$ cat config.mk
export PLATFORM = sky130hd
export DESIGN_NAME = addr_window_guard
export DESIGN_NICKNAME = d
export VERILOG_FILES = /design/src/rtl/awg_pkg.sv /design/src/rtl/awg_match.sv /design/src/rtl/awg_regs.sv /design/src/rtl/awg_ctrl.sv /design/src/rtl/addr_window_guard.sv
export SDC_FILE = /design/constraint.sdc
export NUM_CORES = 2
export LEC_CHECK = 0
export ABC_AREA = 1
export BUFFER_PORTS_ARGS = -buffer_cell sky130_fd_sc_hd__buf_4
export CAP_MARGIN = 40
export CELL_PAD_IN_SITES_DETAIL_PLACEMENT = 0
export CELL_PAD_IN_SITES_GLOBAL_PLACEMENT = 1
export CORE_ASPECT_RATIO = 0.8
export CORE_UTILIZATION = 40
export CTS_CLUSTER_DIAMETER = 30
export DETAILED_ROUTE_END_ITERATION = 10
export PLACE_DENSITY = 0.84
export SYNTH_ARGS = -nofsm -noshare
export SYNTH_HDL_FRONTEND = slang
export SYNTH_SLANG_ARGS = --single-unit
$ cat constraint.sdc
create_clock -name clk -period 2.9 [get_ports clk]
set_input_delay 0.58 -clock clk [delete_from_list [all_inputs] [get_ports clk]]
set_output_delay 0.58 -clock clk [all_outputs]
set_load 0.05 [all_outputs]
$ cat src/rtl/awg_pkg.sv
package awg_pkg;
  // Strobes from the decision logic to the register datapath.
  typedef struct packed {
    logic capture;
    logic wrProt;
    logic accProt;
    logic miss;
  } errStrobe_t;

  // Two-bit permission codes.
  localparam logic [1:0] PERM_NONE = 2'd0;
  localparam logic [1:0] PERM_RO   = 2'd1;
  localparam logic [1:0] PERM_RSVD = 2'd2;
  localparam logic [1:0] PERM_FULL = 2'd3;
endpackage

$ cat src/rtl/awg_match.sv
module awg_match #(
  parameter int NUM_WIN = 8
) (
  input  logic [15:0]               addrHi,
  input  logic [NUM_WIN-1:0][15:0]  winBase,
  input  logic [NUM_WIN-1:0][15:0]  winSize,
  input  logic [NUM_WIN-1:0]        winEn,
  output logic [NUM_WIN-1:0]        hitVec
);
  // One comparator per window: size bits act as don't-care mask.
  for (genvar w = 0; w < NUM_WIN; w++) begin : g_win
    assign hitVec[w] = winEn[w] && ((addrHi & ~winSize[w]) == winBase[w]);
  end
endmodule

$ cat src/rtl/awg_regs.sv
module awg_regs
  import awg_pkg::*;
#(
  parameter int NUM_WIN   = 8,
  parameter int NUM_CHAN  = 4,
  parameter int NUM_REMAP = 4,
  parameter int REG_AW    = 6,
  parameter int BASE_OFS  = 0,
  parameter int SIZE_OFS  = 8,
  parameter int REMAP_OFS = 16,
  parameter int EN_OFS    = 20,
  parameter int PERM_OFS  = 21,
  parameter int ERRA_OFS  = 25,
  parameter int ERRC_OFS  = 26
) (
  input  logic                              clk,
  input  logic                              rstN,
  input  logic                              regWr,
  input  logic [REG_AW-1:0]                 regAddr,
  input  logic [31:0]                       regWrData,
  output logic [31:0]                       regRdData,
  input  errStrobe_t                        errStb,
  input  logic [31:0]                       errAddrIn,
  output logic [NUM_WIN-1:0][15:0]          winBase,
  output logic [NUM_WIN-1:0][15:0]          winSize,
  output logic [NUM_WIN-1:0][3:0]           winTgt,
  output logic [NUM_WIN-1:0][7:0]           winAttr,
  output logic [NUM_WIN-1:0]                winEn,
  output logic [NUM_CHAN-1:0][2*NUM_WIN-1:0] chanPerm,
  output logic [NUM_REMAP-1:0][31:0]        remapVal,
  output logic                              errPending,
  output logic [31:0]                       errAddrQ,
  output logic [2:0]                        errCause
);
  localparam int PERM_W = 2 * NUM_WIN;

  logic clrWr;
  assign clrWr = regWr && (regAddr == REG_AW'(ERRC_OFS));

  for (genvar w = 0; w < NUM_WIN; w++) begin : g_win
    always_ff @(posedge clk) begin
      if (!rstN) begin
        winBase[w] <= '0;
        winAttr[w] <= '0;
        winTgt[w]  <= '0;
        winSize[w] <= '0;
      end else if (regWr) begin
        if (regAddr == REG_AW'(BASE_OFS + w)) begin
          winBase[w] <= regWrData[31:16];
          winAttr[w] <= regWrData[15:8];
          winTgt[w]  <= regWrData[3:0];
        end
        if (regAddr == REG_AW'(SIZE_OFS + w))
          winSize[w] <= regWrData[31:16];
      end
    end
  end

  for (genvar r = 0; r < NUM_REMAP; r++) begin : g_remap
    always_ff @(posedge clk) begin
      if (!rstN)                                          remapVal[r] <= '0;
      else if (regWr && regAddr == REG_AW'(REMAP_OFS + r)) remapVal[r] <= regWrData;
    end
  end

  for (genvar c = 0; c < NUM_CHAN; c++) begin : g_chan
    always_ff @(posedge clk) begin
      if (!rstN)                                         chanPerm[c] <= '0;
      else if (regWr && regAddr == REG_AW'(PERM_OFS + c)) chanPerm[c] <= regWrData[PERM_W-1:0];
    end
  end

  always_ff @(posedge clk) begin
    if (!rstN)                                    winEn <= '0;
    else if (regWr && regAddr == REG_AW'(EN_OFS)) winEn <= regWrData[NUM_WIN-1:0];
  end

  // Error capture: first fault is held; a capture beats a same-cycle clear.
  always_ff @(posedge clk) begin
    if (!rstN) begin
      errPending <= 1'b0;
      errAddrQ   <= '0;
      errCause   <= '0;
    end else if (errStb.capture && (!errPending || clrWr)) begin
      errPending <= 1'b1;
      errAddrQ   <= errAddrIn;
      errCause   <= {errStb.wrProt, errStb.accProt, errStb.miss};
    end else if (clrWr) begin
      errPending <= 1'b0;
      errAddrQ   <= '0;
      errCause   <= '0;
    end
  end

  always_comb begin
    regRdData = '0;
    for (int i = 0; i < NUM_WIN; i++) begin
      if (regAddr == REG_AW'(BASE_OFS + i))
        regRdData = {winBase[i], winAttr[i], 4'h0, winTgt[i]};
      if (regAddr == REG_AW'(SIZE_OFS + i))
        regRdData = {winSize[i], 16'h0};
    end
    for (int i = 0; i < NUM_REMAP; i++)
      if (regAddr == REG_AW'(REMAP_OFS + i)) regRdData = remapVal[i];
    for (int i = 0; i < NUM_CHAN; i++)
      if (regAddr == REG_AW'(PERM_OFS + i)) regRdData = 32'(chanPerm[i]);
    if (regAddr == REG_AW'(EN_OFS))   regRdData = 32'(winEn);
    if (regAddr == REG_AW'(ERRA_OFS)) regRdData = errAddrQ;
    if (regAddr == REG_AW'(ERRC_OFS)) regRdData = {28'h0, errPending, errCause};
  end
endmodule

$ cat src/rtl/awg_ctrl.sv
module awg_ctrl
  import awg_pkg::*;
#(
  parameter int NUM_WIN   = 8,
  parameter int NUM_CHAN  = 4,
  parameter int NUM_REMAP = 4,
  localparam int WIN_W    = $clog2(NUM_WIN),
  localparam int CHAN_W   = $clog2(NUM_CHAN)
) (
  input  logic                               clk,
  input  logic                               rstN,
  input  logic                               reqValid,
  input  logic                               reqWrite,
  input  logic [CHAN_W-1:0]                  reqChan,
  input  logic [NUM_WIN-1:0]                 hitVec,
  input  logic [NUM_WIN-1:0][3:0]            winTgt,
  input  logic [NUM_WIN-1:0][7:0]            winAttr,
  input  logic [NUM_CHAN-1:0][2*NUM_WIN-1:0] chanPerm,
  input  logic [NUM_REMAP-1:0][31:0]         remapVal,
  output errStrobe_t                         errStb,
  output logic                               rspValid,
  output logic                               rspHit,
  output logic [WIN_W-1:0]                   rspWin,
  output logic [3:0]                         rspTarget,
  output logic [7:0]                         rspAttr,
  output logic [31:0]                        rspRemap,
  output logic                               errMiss,
  output logic                               errAccProt,
  output logic                               errWrProt
);
  logic             anyHit;
  logic [WIN_W-1:0] selWin;
  logic [1:0]       perm;
  logic [31:0]      remapSel;
  logic             missC, accC, wrC;

  // Lowest index wins: scan downward so the last assignment is the smallest.
  always_comb begin
    selWin = '0;
    for (int i = NUM_WIN - 1; i >= 0; i--)
      if (hitVec[i]) selWin = WIN_W'(i);
  end

  assign anyHit = |hitVec;
  assign perm   = chanPerm[reqChan][{selWin, 1'b0} +: 2];

  always_comb begin
    remapSel = '0;
    for (int i = 0; i < NUM_REMAP; i++)
      if (anyHit && selWin == WIN_W'(i)) remapSel = remapVal[i];
  end

  assign missC = !anyHit;
  assign accC  = anyHit && (perm == PERM_NONE || perm == PERM_RSVD);
  assign wrC   = anyHit && (perm == PERM_RO) && reqWrite;

  assign errStb = '{capture: reqValid && (missC || accC || wrC),
                    wrProt:  wrC,
                    accProt: accC,
                    miss:    missC};

  always_ff @(posedge clk) begin
    if (!rstN || !reqValid) begin
      rspValid   <= 1'b0;
      rspHit     <= 1'b0;
      rspWin     <= '0;
      rspTarget  <= '0;
      rspAttr    <= '0;
      rspRemap   <= '0;
      errMiss    <= 1'b0;
      errAccProt <= 1'b0;
      errWrProt  <= 1'b0;
    end else begin
      rspValid   <= 1'b1;
      rspHit     <= anyHit;
      rspWin     <= selWin;
      rspTarget  <= anyHit ? winTgt[selWin]  : 4'h0;
      rspAttr    <= anyHit ? winAttr[selWin] : 8'h0;
      rspRemap   <= remapSel;
      errMiss    <= missC;
      errAccProt <= accC;
      errWrProt  <= wrC;
    end
  end
endmodule

$ cat src/rtl/addr_window_guard.sv
module addr_window_guard
  import awg_pkg::*;
#(
  parameter int NUM_WIN   = 8,
  parameter int NUM_CHAN  = 4,
  parameter int NUM_REMAP = 4,
  parameter int REG_AW    = 6,
  localparam int WIN_W    = $clog2(NUM_WIN),
  localparam int CHAN_W   = $clog2(NUM_CHAN)
) (
  input  logic              clk,
  input  logic              rstN,
  input  logic              regWr,
  input  logic [REG_AW-1:0] regAddr,
  input  logic [31:0]       regWrData,
  output logic [31:0]       regRdData,
  input  logic              reqValid,
  input  logic [31:0]       reqAddr,
  input  logic              reqWrite,
  input  logic [CHAN_W-1:0] reqChan,
  output logic              rspValid,
  output logic              rspHit,
  output logic [WIN_W-1:0]  rspWin,
  output logic [3:0]        rspTarget,
  output logic [7:0]        rspAttr,
  output logic [31:0]       rspRemap,
  output logic              errMiss,
  output logic              errAccProt,
  output logic              errWrProt
);
  localparam int BASE_OFS  = 0;
  localparam int SIZE_OFS  = BASE_OFS + NUM_WIN;
  localparam int REMAP_OFS = SIZE_OFS + NUM_WIN;
  localparam int EN_OFS    = REMAP_OFS + NUM_REMAP;
  localparam int PERM_OFS  = EN_OFS + 1;
  localparam int ERRA_OFS  = PERM_OFS + NUM_CHAN;
  localparam int ERRC_OFS  = ERRA_OFS + 1;

  logic [NUM_WIN-1:0][15:0]           winBase, winSize;
  logic [NUM_WIN-1:0][3:0]            winTgt;
  logic [NUM_WIN-1:0][7:0]            winAttr;
  logic [NUM_WIN-1:0]                 winEn, hitVec;
  logic [NUM_CHAN-1:0][2*NUM_WIN-1:0] chanPerm;
  logic [NUM_REMAP-1:0][31:0]         remapVal;
  logic                               errPending;
  logic [31:0]                        errAddrQ;
  logic [2:0]                         errCause;
  errStrobe_t                         errStb;

  awg_regs #(
    .NUM_WIN(NUM_WIN), .NUM_CHAN(NUM_CHAN), .NUM_REMAP(NUM_REMAP), .REG_AW(REG_AW),
    .BASE_OFS(BASE_OFS), .SIZE_OFS(SIZE_OFS), .REMAP_OFS(REMAP_OFS), .EN_OFS(EN_OFS),
    .PERM_OFS(PERM_OFS), .ERRA_OFS(ERRA_OFS), .ERRC_OFS(ERRC_OFS)
  ) i_regs (
    .clk, .rstN, .regWr, .regAddr, .regWrData, .regRdData,
    .errStb, .errAddrIn(reqAddr),
    .winBase, .winSize, .winTgt, .winAttr, .winEn, .chanPerm, .remapVal,
    .errPending, .errAddrQ, .errCause
  );

  awg_match #(.NUM_WIN(NUM_WIN)) i_match (
    .addrHi(reqAddr[31:16]), .winBase, .winSize, .winEn, .hitVec
  );

  awg_ctrl #(.NUM_WIN(NUM_WIN), .NUM_CHAN(NUM_CHAN), .NUM_REMAP(NUM_REMAP)) i_ctrl (
    .clk, .rstN, .reqValid, .reqWrite, .reqChan, .hitVec, .winTgt, .winAttr,
    .chanPerm, .remapVal, .errStb, .rspValid, .rspHit, .rspWin, .rspTarget,
    .rspAttr, .rspRemap, .errMiss, .errAccProt, .errWrProt
  );
endmodule

==> impl_metrics.env <==
export IMPL_status="finished with violations"
export IMPL_violations="setup timing"
export IMPL_start_util_pct=40.8
export IMPL_antenna_found_initial=2
export IMPL_ys_seq_area_share_pct=39.5
export IMPL_io_buffers=160
export IMPL_die_y_um=257
export IMPL_slew_headroom_pct=22.4
export IMPL_fin_skew_ns=0.0212
export IMPL_avgSynthCellArea_um2=6.80
export IMPL_start_kind="input port"
export IMPL_grt_setup_unrepaired="true"
export IMPL_ys_seq_elements=640
export IMPL_cts_sinks=640
export IMPL_finalCriticalPeriod_ns=3.54
export IMPL_synth_fp_nets=4838
export IMPL_syn_area_um2=32400
export IMPL_tritoncts="done"
export IMPL_gp_congestion=0.991
export IMPL_power_uw=27500
export IMPL_r2r_start="i_regs.winSize[26]$_SDFFE_PN0P_"
export IMPL_holdPathEnd="i_regs.errAddrQ[1]$_SDFFE_PN0P_"
export IMPL_wire_per_inst_um=21.1
export IMPL_core_um2=79400
export IMPL_place_inst=6160
export IMPL_synthTopCellsByCount="686 x o21ai_0, 661 x nand2_1, 640 x dfxtp_1, 610 x a21oi_1, 511 x nor2_1"
export IMPL_hp_start="reqAddr[1]"
export IMPL_grtUsageTotal_pct=32.5
export IMPL_r2r_cells=20
export IMPL_worstPathRequired_ns=2.32
export IMPL_synthArstFlopShare_pct=0
export IMPL_slew_viol_final=0
export IMPL_min_path_cells=3
export IMPL_first_pass_iters=6
export IMPL_place_area_um2=38400
export IMPL_ios=161
export IMPL_grt_pass1_vias=33602
export IMPL_ys_warnings_count=0
export IMPL_hold_class="input port to flop"
export IMPL_syn_to_final_growth_pct=40.6
export IMPL_num_rows=92
export IMPL_yosysUniqueCellTypes=57
export IMPL_clk_latency_ns=0.74
export IMPL_timing_rr_end="i_regs.errAddrQ[27]$_SDFFE_PN0P_"
export IMPL_grt_max_degree=281
export IMPL_cp_arrival_ns=2.96
export IMPL_drcViolationCount=0
export IMPL_max_freq_ghz=0.282
export IMPL_tns_ns=-26.39
export IMPL_finish_instance_area_um2=45600
export IMPL_fillCellCount=7182
export IMPL_setup_worst_path_class="input port to output pin"
export IMPL_tightest_slew_ns=1.16
export IMPL_fin_ws_ns=-0.645
export IMPL_worstSetupEndpointType="output pin"
export IMPL_synth_enable_flop_cells=0
export IMPL_nets=5395
export IMPL_power_density_nw_per_um2=604
export IMPL_gr_total_overflow=0
export IMPL_drt_iter0_drc=4554
export IMPL_clk_pin_slew_ns=0.05
export IMPL_syn_inst=4761
export IMPL_finalNonFillerCells=6468
export IMPL_synth_flop_cell="dfxtp_1"
export IMPL_yosysTopAreaCell="dfxtp_1"
export IMPL_vias=36462
export IMPL_cts_path_max_buffers=3
export IMPL_clockRootBuffer="clkbuf_16"
export IMPL_cts_made_buffers=141
export IMPL_drive_gt1_share_pct=26.0
export IMPL_cts_hold_buf=0
export IMPL_dpl_hpwl_um=97100
export IMPL_grt_pass1_wl_um=206000
export IMPL_htree_levels=4
export IMPL_max_cap_violations=0
export IMPL_place_ws_ns=-0.896
export IMPL_peakVddDrop_mv=0.610
export IMPL_synth_area_leaders="dfxtp_1 40%, o21ai_0 11%, a21oi_1 9.4%"
export IMPL_rrSetupSlack_ns=-0.35
export IMPL_p_leak_uw=0.0184
export IMPL_finalHoldViolations=0
export IMPL_ant_nets=0
export IMPL_crit_fanout=7
export IMPL_setup_viol_count_final=79
export IMPL_post_route_period_util_pct=122
export IMPL_wirelength_um=137000
export IMPL_vias_per_cell=5.64
export IMPL_synth_most_common_cell="o21ai_0"
export IMPL_dieArea_um2=82100
export IMPL_synth_top_area_share_pct=39.5
export IMPL_fp_dieW_um=320
-- critical path, cell delays in order --
cell and delay (ns):
buf_12 0.12, inv_16 0.06, nand2_8 0.05, nor3_4 0.32, inv_4 0.12, buf_12 0.17, buf_8 0.13, o22ai_2 0.12
o21ai_1 0.10, o221ai_2 0.19, o2111ai_2 0.17, nand2_1 0.12, o211ai_1 0.09, o21ai_1 0.14, nand4_1 0.11, nand2_1 0.11
nand2_2 0.08, buf_8 0.15
-- cell families (layout without fill, tap and decap cells) --
logic type / after synthesis / count (layout) / synth area share [%]
xor gates and xnor gates: 34 / 34 / 0.942
other: 0 / 3 / 0
AOI/OAI and AO/OA: 1609 / 1609 / 27.0
and+or+nand+nor: 1610 / 1610 / 22.0
DFF: 640 / 640 / 39.5
buffers and inverters: 868 / 1538 / 10.5
-- flip-flops by register name, indices dropped and copies added, names as in the netlist, 3 cells and up --
name,flops
i_ctrl.rspAttr,8
i_ctrl.rspRemap,32
i_ctrl.rspTarget,4
i_ctrl.rspWin,3
i_regs.chanPerm,64
i_regs.errAddrQ,32
i_regs.errCause,3
i_regs.remapVal,128
i_regs.winAttr,64
i_regs.winBase,128
i_regs.winEn,8
i_regs.winSize,128
i_regs.winTgt,32
-- metrics by stage --
step	utilization (%)	hold slack, ns
floorplan	-	0.432
global placement	48.3	0.444
detailed placement	48.3	0.451
CTS	56.8	0.111
global route	57.4	0.129
finish	57.4	0.147
-- final cells by class --
class,instances,area (um2),share of cell area [%]
flip-flops and latches,640,12800,28.1
multi-input cells,3253,17600,38.7
well taps,1034,1290,2.84
inverters,527,2050,4.49
clock inverters,73,942,2.07
clock buffers,183,3930,8.63
repair buffers,755,6880,15.1
diodes,3,7.51,0.0165
-- what timing repair did --
item                       4_1_cts  5_1_grt
setup endpoints to repair       87       89
cloned                          12        0
setup buffers                   30        8
pin swaps                      133       89
resized for setup              356      104
-- cells in the final DEF, fill, tap and decap left out, types with 54 or more instances in the layout --
cell type,synthesis,routed
nor2_1,511,481
a21oi_1,610,586
o22ai_1,82,61
inv_1,479,457
clkbuf_16,0,145
dfxtp_1,640,634
nand3_1,155,132
nand2_1,661,597
o21ai_0,686,623
o21ai_1,61,99
buf_4,13,629
nand3_2,35,54
nand4_1,112,112
-- power by group --
| part | total, uW | internal [uW] | switching, uW |
|---|---|---|---|
| Clock | 16500 | 11000 | 5490 |
| Combinational | 2070 | 749 | 1320 |
| Sequential | 8970 | 8910 | 57.4 |
-- per-layer routing --
layer / vias to the layer above / track usage (%) / wire, um
met5: - / 0 / 0
met4: 0 / 10.1 / 3920
met3: 250 / 6.48 / 14300
met2: 1925 / 47.1 / 56800
met1: 17022 / 47.7 / 61800
li1: 17265 / - / -
-- how the worst max path moves through the flow --
stage | from | end
after CTS | regAddr[1] | regRdData[25]
final | regAddr[1] | regRdData[25]
after global placement | regAddr[1] | regRdData[22]
after detailed placement | regAddr[1] | regRdData[25]
after global routing | regAddr[1] | regRdData[22]
after floorplan | regAddr[1] | regRdData[0]
(Power assumes the default switching activity.)
